$ cat src/rtl/sqp_timer_pkg.sv
package sqp_timer_pkg;
  typedef enum logic [1:0] {
    CMD_NOP     = 2'b00,
    CMD_STOP    = 2'b01,
    CMD_STOP_TC = 2'b10,
    CMD_START   = 2'b11
  } sqp_cmd_e;

  localparam int MODE_W          = 2;
  localparam int MODE_PULSE_BIT  = 1;
  localparam int MODE_RELOAD_BIT = 0;
endpackage

$ cat src/rtl/sqp_cfg_stage.sv
module sqp_cfg_stage #(
  parameter int REG_W = 16
) (
  input  logic                 clk,
  input  logic                 wr_en_i,
  input  logic                 wr_hi_i,
  input  logic [REG_W/2-1:0]   wr_data_i,
  output logic [REG_W-1:0]     stage_o
);
  localparam int HALF_W = REG_W / 2;

  logic [REG_W-1:0] stage_q;

  // Staged value is data only: no reset, adopted solely by START.
  always_ff @(posedge clk) begin
    if (wr_en_i) begin
      if (wr_hi_i) stage_q[REG_W-1:HALF_W] <= wr_data_i;
      else         stage_q[HALF_W-1:0]     <= wr_data_i;
    end
  end

  assign stage_o = stage_q;
endmodule

$ cat src/rtl/sqp_down_core.sv
module sqp_down_core
  import sqp_timer_pkg::*;
#(
  parameter int CNT_W = 14
) (
  input  logic              clk,
  input  logic              rst_n,
  input  logic              tick_i,
  input  logic              cmd_valid_i,
  input  logic [1:0]        cmd_i,
  input  logic [CNT_W-1:0]  stage_len_i,
  input  logic [MODE_W-1:0] stage_mode_i,
  output logic [CNT_W-1:0]  cnt_o,
  output logic [MODE_W-1:0] mode_o,
  output logic              phase_o,
  output logic              run_o
);
  localparam logic [CNT_W-1:0] TWO = CNT_W'(2);

  logic              run_q, phase_q, pend_q;
  logic [CNT_W-1:0]  cnt_q, len_q;
  logic [MODE_W-1:0] mode_q;

  logic do_start, do_stop, do_stop_tc, legal, step, half_end, keep_going;

  assign do_start   = cmd_valid_i && (cmd_i == CMD_START);
  assign do_stop    = cmd_valid_i && (cmd_i == CMD_STOP);
  assign do_stop_tc = cmd_valid_i && (cmd_i == CMD_STOP_TC);
  assign legal      = stage_len_i >= TWO;
  assign step       = run_q && tick_i && !do_start && !do_stop;
  assign half_end   = cnt_q <= TWO;
  assign keep_going = mode_q[MODE_RELOAD_BIT] && !pend_q && !do_stop_tc;

  // Control state: the only registers touched by reset.
  always_ff @(posedge clk) begin
    if (!rst_n) begin
      run_q   <= 1'b0;
      phase_q <= 1'b0;
      pend_q  <= 1'b0;
    end else if (do_start) begin
      run_q   <= legal;
      phase_q <= 1'b0;
      pend_q  <= 1'b0;
    end else if (do_stop) begin
      run_q  <= 1'b0;
      pend_q <= 1'b0;
    end else begin
      if (do_stop_tc && run_q) pend_q <= 1'b1;
      if (step && half_end) begin
        phase_q <= !phase_q;
        if (phase_q) begin
          pend_q <= 1'b0;
          if (!keep_going) run_q <= 1'b0;
        end
      end
    end
  end

  // Count, length and mode: kept across reset, loaded only by a legal START.
  always_ff @(posedge clk) begin
    if (rst_n) begin
      if (do_start && legal) begin
        cnt_q  <= stage_len_i;
        len_q  <= stage_len_i;
        mode_q <= stage_mode_i;
      end else if (step) begin
        if (!half_end)      cnt_q <= cnt_q - TWO;
        else if (!phase_q)  cnt_q <= {len_q[CNT_W-1:1], 1'b0};
        else if (keep_going) cnt_q <= len_q;
      end
    end
  end

  assign cnt_o   = cnt_q;
  assign mode_o  = mode_q;
  assign phase_o = phase_q;
  assign run_o   = run_q;


  stopped_frozen_chk: assert property (@(posedge clk) disable iff (!rst_n)
    (!run_q && !do_start) |=> $stable(cnt_q));


  illegal_start_chk: assert property (@(posedge clk) disable iff (!rst_n)
    (do_start && !legal) |=> !run_q);


  stop_beats_tick_chk: assert property (@(posedge clk) disable iff (!rst_n)
    (do_stop && tick_i) |=> (!run_q && $stable(cnt_q)));


  even_low_half_chk: assert property (@(posedge clk) disable iff (!rst_n)
    (run_q && phase_q) |-> !cnt_q[0]);


  nonzero_count_chk: assert property (@(posedge clk) disable iff (!rst_n)
    run_q |-> (cnt_q != '0));
endmodule

$ cat src/rtl/sqp_out_shaper.sv
module sqp_out_shaper
  import sqp_timer_pkg::*;
#(
  parameter int CNT_W = 14
) (
  input  logic              clk,
  input  logic              rst_n,
  input  logic              run_i,
  input  logic              phase_i,
  input  logic [CNT_W-1:0]  cnt_i,
  input  logic [MODE_W-1:0] mode_i,
  output logic              timer_out_o
);
  logic last_period;

  assign last_period = phase_i && (cnt_i == CNT_W'(2));

  always_comb begin
    if (!run_i)                   timer_out_o = 1'b1;
    else if (mode_i[MODE_PULSE_BIT]) timer_out_o = !last_period;
    else                          timer_out_o = !phase_i;
  end


  idle_high_chk: assert property (@(posedge clk) disable iff (!rst_n)
    !run_i |-> timer_out_o);


  pulse_single_period_chk: assert property (@(posedge clk) disable iff (!rst_n)
    (run_i && mode_i[MODE_PULSE_BIT] && !timer_out_o) |-> (phase_i && !cnt_i[0]));
endmodule

$ cat src/rtl/sqp_timer.sv
module sqp_timer
  import sqp_timer_pkg::*;
#(
  parameter int CNT_W = 14
) (
  input  logic                        clk,
  input  logic                        rst_n,
  input  logic                        tick_i,
  input  logic                        wr_en_i,
  input  logic                        wr_hi_i,
  input  logic [(CNT_W+MODE_W)/2-1:0] wr_data_i,
  input  logic                        cmd_valid_i,
  input  logic [1:0]                  cmd_i,
  output logic                        timer_out_o,
  output logic [CNT_W+MODE_W-1:0]     cnt_rd_o
);
  localparam int REG_W = CNT_W + MODE_W;

  logic [REG_W-1:0]  stage;
  logic [CNT_W-1:0]  cnt;
  logic [MODE_W-1:0] mode;
  logic              phase, run;

  sqp_cfg_stage #(.REG_W(REG_W)) u_stage (
    .clk       (clk),
    .wr_en_i   (wr_en_i),
    .wr_hi_i   (wr_hi_i),
    .wr_data_i (wr_data_i),
    .stage_o   (stage)
  );

  sqp_down_core #(.CNT_W(CNT_W)) u_core (
    .clk          (clk),
    .rst_n        (rst_n),
    .tick_i       (tick_i),
    .cmd_valid_i  (cmd_valid_i),
    .cmd_i        (cmd_i),
    .stage_len_i  (stage[CNT_W-1:0]),
    .stage_mode_i (stage[REG_W-1:CNT_W]),
    .cnt_o        (cnt),
    .mode_o       (mode),
    .phase_o      (phase),
    .run_o        (run)
  );

  sqp_out_shaper #(.CNT_W(CNT_W)) u_shaper (
    .clk         (clk),
    .rst_n       (rst_n),
    .run_i       (run),
    .phase_i     (phase),
    .cnt_i       (cnt),
    .mode_i      (mode),
    .timer_out_o (timer_out_o)
  );

  assign cnt_rd_o = {mode, cnt};
endmodule

$ cat config.mk
export PLATFORM = sky130hd
export DESIGN_NAME = sqp_timer
export DESIGN_NICKNAME = d
export VERILOG_FILES = /design/src/rtl/sqp_timer_pkg.sv /design/src/rtl/sqp_cfg_stage.sv /design/src/rtl/sqp_down_core.sv /design/src/rtl/sqp_out_shaper.sv /design/src/rtl/sqp_timer.sv
export SDC_FILE = /design/constraint.sdc
export NUM_CORES = 1
export LEC_CHECK = 0
export ABC_AREA = 1
export BUFFER_PORTS_ARGS = -buffer_cell sky130_fd_sc_hd__buf_2
export CORE_MARGIN = 2
export CORE_UTILIZATION = 52
export DETAILED_ROUTE_END_ITERATION = 8
export PLACE_DENSITY = 0.86
export SLEW_MARGIN = 20
export SYNTH_ARGS = -nofsm -noshare
export SYNTH_HDL_FRONTEND = slang
export SYNTH_SLANG_ARGS = --single-unit
$ cat constraint.sdc
create_clock -name clk -period 2.6 [get_ports clk]
set_clock_uncertainty 0.15 [all_clocks]
set_input_delay 0.39 -clock clk [delete_from_list [all_inputs] [get_ports clk]]
set_output_delay 0.39 -clock clk [all_outputs]
set_load 0.05 [all_outputs]
==> flow_summary_export.csv, run 1 <==
group,metric,value,unit
synth,yosys_warnings,0,
layout,fin_cells,320,
clocking,cts_setup_buffers,0,
synth,avgSynthCellArea,10.0,sq um
global_route,grt_pass1_wl,7020,um
power_and_ir_drop,p_leak,1.06,nW
layout,diodes,0,
layout,design_area,0.00260,sq mm
timing,rsz0062_at_grt,"no",
route,drc,0,
timing,setup_viol,0,
min_path,min_from,"wr_data_i[1]",
power_and_ir_drop,total_power,1.43,mW
timing,fmax,449,MHz
worst_setup_path,critPathMaxFanout,4,
outcome,status,"finished clean",
power_and_ir_drop,power_frac_comb,0.066,
power_and_ir_drop,vdd_drop_max,0.483,mV
route,final_antenna_net_count,0,
layout,area_growth,13.6,%
timing,finalHoldViolCount,0,
route,firstDrtPassIters,4,
timing,drv_slew,0,
worst_setup_path,cp-start-kind,"flip-flop",
synth,async_flop_share,0,
global_route,overflow,0,
clocking,post_cts_resized,0,
synth,netlist_instances,228,
die,io_pins,33,
worst_setup_path,end_kind,"output pin",
die,dieHeight,70.3,um
synth,synth_edf_count,46,
placement,placed_cells,312,
synth,synth_top_cells_by_count,"edfxtp_1 (46), nand2_1 (46), nor2_1 (36)",
synth,ys_ff_latch,49,
global_route,grt_max_degree,21,
clocking,cts_tree,"yes",
worst_setup_path,critPathArrivalTime,1.69,ns
placement,dpl.hpwl,3210,um
route,initialDrtViolationCount,100,
placement,pre_cts_slack,0.558,ns
power_and_ir_drop,seqPwrFrac,0.637,
route,drt-wirelength-per-cell,13.0,um
die,core_area,0.00429,sq mm
power_and_ir_drop,p_int,1.11,mW
worst_setup_path,path_class,"flip-flop to output pin",
die,start_util,0.533,
worst_setup_path,r2r_start,"u_core.cnt_o[1]",
placement,place.gp.congestion,0.870,
synth,yosysSeqAreaShare,0.630,
route,num_vias,1620,
route,drt_wl_total,4170,um
synth,synth_area_leader_cell,"edfxtp_1",
die,die_area,0.00495,sq mm
power_and_ir_drop,power_switching_share,0.221,
clocking,cts_buffers,5,
global_route,grt_pass1_vias,1545,
placement,placed_area,0.00252,sq mm
clocking,clk_pin_slew,0.08,ns
global_route,track_usage,0.187,
synth,synth_area,0.00229,sq mm
clocking,clk_latency,0.30,ns
timing,post-route-period-util,0.857,
clocking,clock-sinks,49,
clocking,clock_path_buffers,2,
clocking,root_buffer,"clkbuf_8",
route,vias_per_cell,5.06,
worst_setup_path,required,2.06,ns
placement,io_buffer_count,32,
die,fp-row-count,24,
synth,synth_flop_cell,"edfxtp_1",
clocking,postCtsHoldBufs,0,
timing,layout_setup_ws,0.371,ns
synth,synthTopCellsByArea,"edfxtp_1 (60%), nand2_1 (7.5%), nor2_1 (5.9%)",
layout,final_layout_size_suffix_gt1_frac,0.190,
run,cap_violations,0,
global_route,antenna_found_initial,0,
synth,syn-num-nets,245,
timing,fin_crit,2.23,ns
min_path,hold_path.class,"input pin to flip-flop",
die,die_x,70.3,um
worst_setup_path,startpoint,"u_core.cnt_o[4]",
clocking,h-tree-depth,2,
timing,worstMarginPinSlew,0.601,ns
power_and_ir_drop,p_clk_frac,0.297,
timing,fin_tns_setup,0,ns
synth,synth.distinct_cells,28,
layout,nNetsFinal,284,
power_and_ir_drop,p_switching,0.316,mW
power_and_ir_drop,p_per_area,550,mW/mm^2
timing,relSlewSlack,0.598,
synth,yosys.area.top_type_share,0.604,
## worst paths after layout
| check | depth (start not counted) | endpoint | slack, ns |
|---|---|---|---|
| worst max-delay path | 5 | timer_out_o | 0.37 |
| worst min-delay path | 1 | u_stage.stage_o[9] | 0.12 |
| worst max register to register | 10 | u_core.cnt_o[9] | 0.52 |
| worst min register to register | 0 | u_core.mode_o[0] | 0.27 |
## through the flow
step / util / hold slack (ns)
floorplan: - / 0.250
global placement: 0.586 / 0.254
detailed placement: 0.586 / 0.255
CTS: 0.605 / 0.111
global route: 0.605 / 0.114
finish: 0.605 / 0.125
## layer usage
layer | vias to the layer above | global-route usage | wire length [um]
li1 | 839 | - | -
met1 | 713 | 0.244 | 1880
met2 | 60 | 0.286 | 1920
met3 | 8 | 0.0577 | 285
met4 | 0 | 0.0876 | 89
met5 | - | 0 | 0
## registers in the layout, summed over array words and instances, names as in the netlist
register / cells
u_core.cnt_o: 14
u_core.pend_q: 1
u_core.run_o: 1
u_stage.stage_o: 16
u_core.phase_o: 1
u_core.mode_o: 2
u_core.len_q: 14
## layout by cell type (no fill, tap or decap), types with 3 or more instances in the layout
cell,n
a31oi_1,3
buf_2,32
buf_4,5
clkbuf_8,5
dfxtp_1,3
edfxtp_1,46
inv_1,26
nand2_1,46
nand3_1,18
nor2_1,36
nor2_2,3
o21ai_0,17
xor2_1,6
## area by class of cell
class                   instances  area (sq um)
flip-flops and latches         49          1440
clock inverters                 1          7.51
fillers                       359          1690
clock buffers                   7          76.3
repair buffers                 37           198
inverters                      27           101
well taps                      52          65.1
multi-input cells             147           711
## worst max-delay path: stages, from the launching register on
cell and delay [ns]:
edfxtp_1 0.46, nor2_2 0.21, nand3_1 0.15, o31ai_1 0.25, nand3_1 0.09, buf_2 0.22
## power groups by stage
stage	clock network (mW)	registers [mW]	logic, mW
floorplan	0	0.938	0.0473
global placement	0	0.926	0.0932
detailed placement	0	0.928	0.0946
CTS	0.437	0.910	0.0951
global route	0.468	0.913	0.107
finish	0.424	0.910	0.0949
## cell families after synthesis
kind of cell | share of synthesized area
xor gates and xnor gates | 0.0306
AOI/OAI and AO/OA | 0.0694
adders and majority gates | 0.00547
and+or+nand+nor | 0.205
DFF | 0.630
buffers and inverters | 0.0596
Note: power is estimated with default switching activity, not from simulation.
==> run 2: changes to the inputs <==
--- a/config.mk
+++ b/config.mk
@@ -10,7 +10,8 @@
 export CORE_MARGIN = 2
 export CORE_UTILIZATION = 52
 export DETAILED_ROUTE_END_ITERATION = 8
-export PLACE_DENSITY = 0.86
+export PLACE_DENSITY = 0.81
+export RECOVER_POWER = 100
 export SLEW_MARGIN = 20
 export SYNTH_ARGS = -nofsm -noshare
 export SYNTH_HDL_FRONTEND = slang
==> run 2 against run 1 <==
Flip-flop and latch count did not move. Sequential share of layout area is 1.0 points higher. Maximum frequency fell by 1.7%. Cell area down 1.8%. Highest routed layer unchanged. Clock-buffer cell count fell by 2. Via count decreased by 3.7%. Combinational power down 3.5%.
==> flow_summary_export.csv, run 2 (same netlist as run 1, synthesis figures left out) <==
group,metric,value,unit
outcome,status,"finished clean",
clocking,h-tree-depth,2,
global_route,grt_max_degree,21,
worst_setup_path,ff2ff_setup_slack,0.40,ns
global_route,use_met3,0.0361,
layout,area_growth,11.5,%
power_and_ir_drop,vdd_drop_max,0.428,mV
clocking,postCtsHoldBufs,0,
clocking,clock_path_buffers,2,
route,num_vias,1560,
layout,final_cell_mix,"nand2_1 (47), edfxtp_1 (46), nor2_1 (37), inv_1 (26), clkbuf_1 (23)",
timing,post-route-period-util,0.872,
power_and_ir_drop,p_clk_frac,0.305,
clocking,clk_pin_slew,0.09,ns
power_and_ir_drop,p_leak,1.00,nW
global_route,busiest_layer,"met2",
die,start_util,0.533,
power_and_ir_drop,seqPwrFrac,0.631,
global_route,met2_usage,0.290,
clocking,cts_tree,"yes",
die,die_x,70.3,um
layout,nNetsFinal,284,
clocking,post_cts_resized,0,
placement,dpl.hpwl,3180,um
timing,setup_viol,0,
power_and_ir_drop,p_per_area,564,mW/mm^2
worst_setup_path,critPathMaxFanout,4,
timing,fin_crit,2.27,ns
power_and_ir_drop,power_switching_share,0.229,
power_and_ir_drop,p_int,1.11,mW
route,drt-wirelength-per-cell,12.8,um
timing,relSlewSlack,0.466,
global_route,antenna_found_initial,0,
clocking,clk_latency,0.30,ns
layout,largest_reg_flops,16,
min_path,hold_path.class,"input pin to flip-flop",
placement,io_buffer_count,32,
worst_setup_path,required,2.06,ns
route,drc,0,
layout,final_common_cell,"nand2_1",
clocking,cts_setup_buffers,0,
die,core_area,0.00429,sq mm
die,dieHeight,70.3,um
die,io_pins,33,
clocking,clock-sinks,49,
layout,diodes,0,
timing,layout_setup_ws,0.333,ns
timing,fin_tns_setup,0,ns
route,firstDrtPassIters,4,
timing,worstMarginPinSlew,0.800,ns
die,fp-row-count,24,
route,vias_per_cell,4.88,
worst_setup_path,path_class,"flip-flop to output pin",
global_route,grt_pass1_vias,1546,
route,drt_wl_total,4080,um
global_route,grt_pass1_wl,7020,um
global_route,overflow,0,
layout,n_fill_cell,384,
clocking,root_buffer,"clkbuf_8",
worst_setup_path,cp-start-kind,"flip-flop",
route,final_antenna_net_count,0,
route,initialDrtViolationCount,104,
timing,fmax,441,MHz
global_route,track_usage,0.187,
run,cap_violations,0,
die,die_area,0.00495,sq mm
timing,finalHoldViolCount,0,
timing,rsz0062_at_grt,"no",
worst_setup_path,critPathArrivalTime,1.73,ns
timing,drv_slew,0,
clocking,cts_buffers,5,
placement,pre_cts_slack,0.576,ns
global_route,use_met1,0.250,
worst_setup_path,end_kind,"output pin",
power_and_ir_drop,p_switching,0.330,mW
placement,place.gp.congestion,0.850,
timing,whs,0.117,ns
power_and_ir_drop,total_power,1.44,mW
layout,final_layout_size_suffix_gt1_frac,0.0970,
power_and_ir_drop,power_frac_comb,0.064,
==> run 2: worst max-delay path, cell delays in order, from the launching register on <==
cell and delay, ns:
edfxtp_1 0.44, nor2_1 0.23, nand3_1 0.14, o31ai_1 0.26
nand3_1 0.10, clkbuf_2 0.25
==> run 2: power groups by stage <==
stage / registers [mW] / clock network [mW] / logic [mW]
CTS: 0.908 / 0.459 / 0.0964
detailed placement: 0.927 / 0 / 0.0960
floorplan: 0.938 / 0 / 0.0473
global route: 0.912 / 0.488 / 0.104
global placement: 0.925 / 0 / 0.0941
finish: 0.908 / 0.440 / 0.0916
==> run 2: through the flow <==
stage / cells / instance area [sq um] / util
3_5_place_dp: 312 / 2520 / 0.586
5_1_grt: 320 / 2550 / 0.594
2_1_floorplan: 228 / 2290 / -
3_3_place_gp: 312 / 2520 / 0.586
4_1_cts: 320 / 2610 / 0.607
6_report: 320 / 2550 / 0.594
==> run 2: worst paths after layout <==
kind                             from                   to  cells past startpoint
setup / recovery      u_core.cnt_o[4]          timer_out_o                      5
hold reg to reg   u_stage.stage_o[14]     u_core.mode_o[0]                      0
hold / removal           wr_data_i[4]  u_stage.stage_o[12]                      1
setup reg to reg      u_core.cnt_o[4]      u_core.cnt_o[5]                      8
==> run 2: per-layer routing <==
layer,part of all wire,wire [um],vias up
met1,0.46,1880,672
met3,0.056,229,8
met2,0.46,1890,40
met5,0,0,-
li1,-,-,840
met4,0.022,89,0
==> run 2: layout make-up <==
class                   instances  area [sq um]  area share
flip-flops and latches         49          1440       0.565
multi-input cells             147           696       0.273
repair buffers                 37           159      0.0623
inverters                      27           101      0.0397
clock buffers                   5          68.8      0.0270
well taps                      52          65.1      0.0255
clock inverters                 3          21.3     0.00833
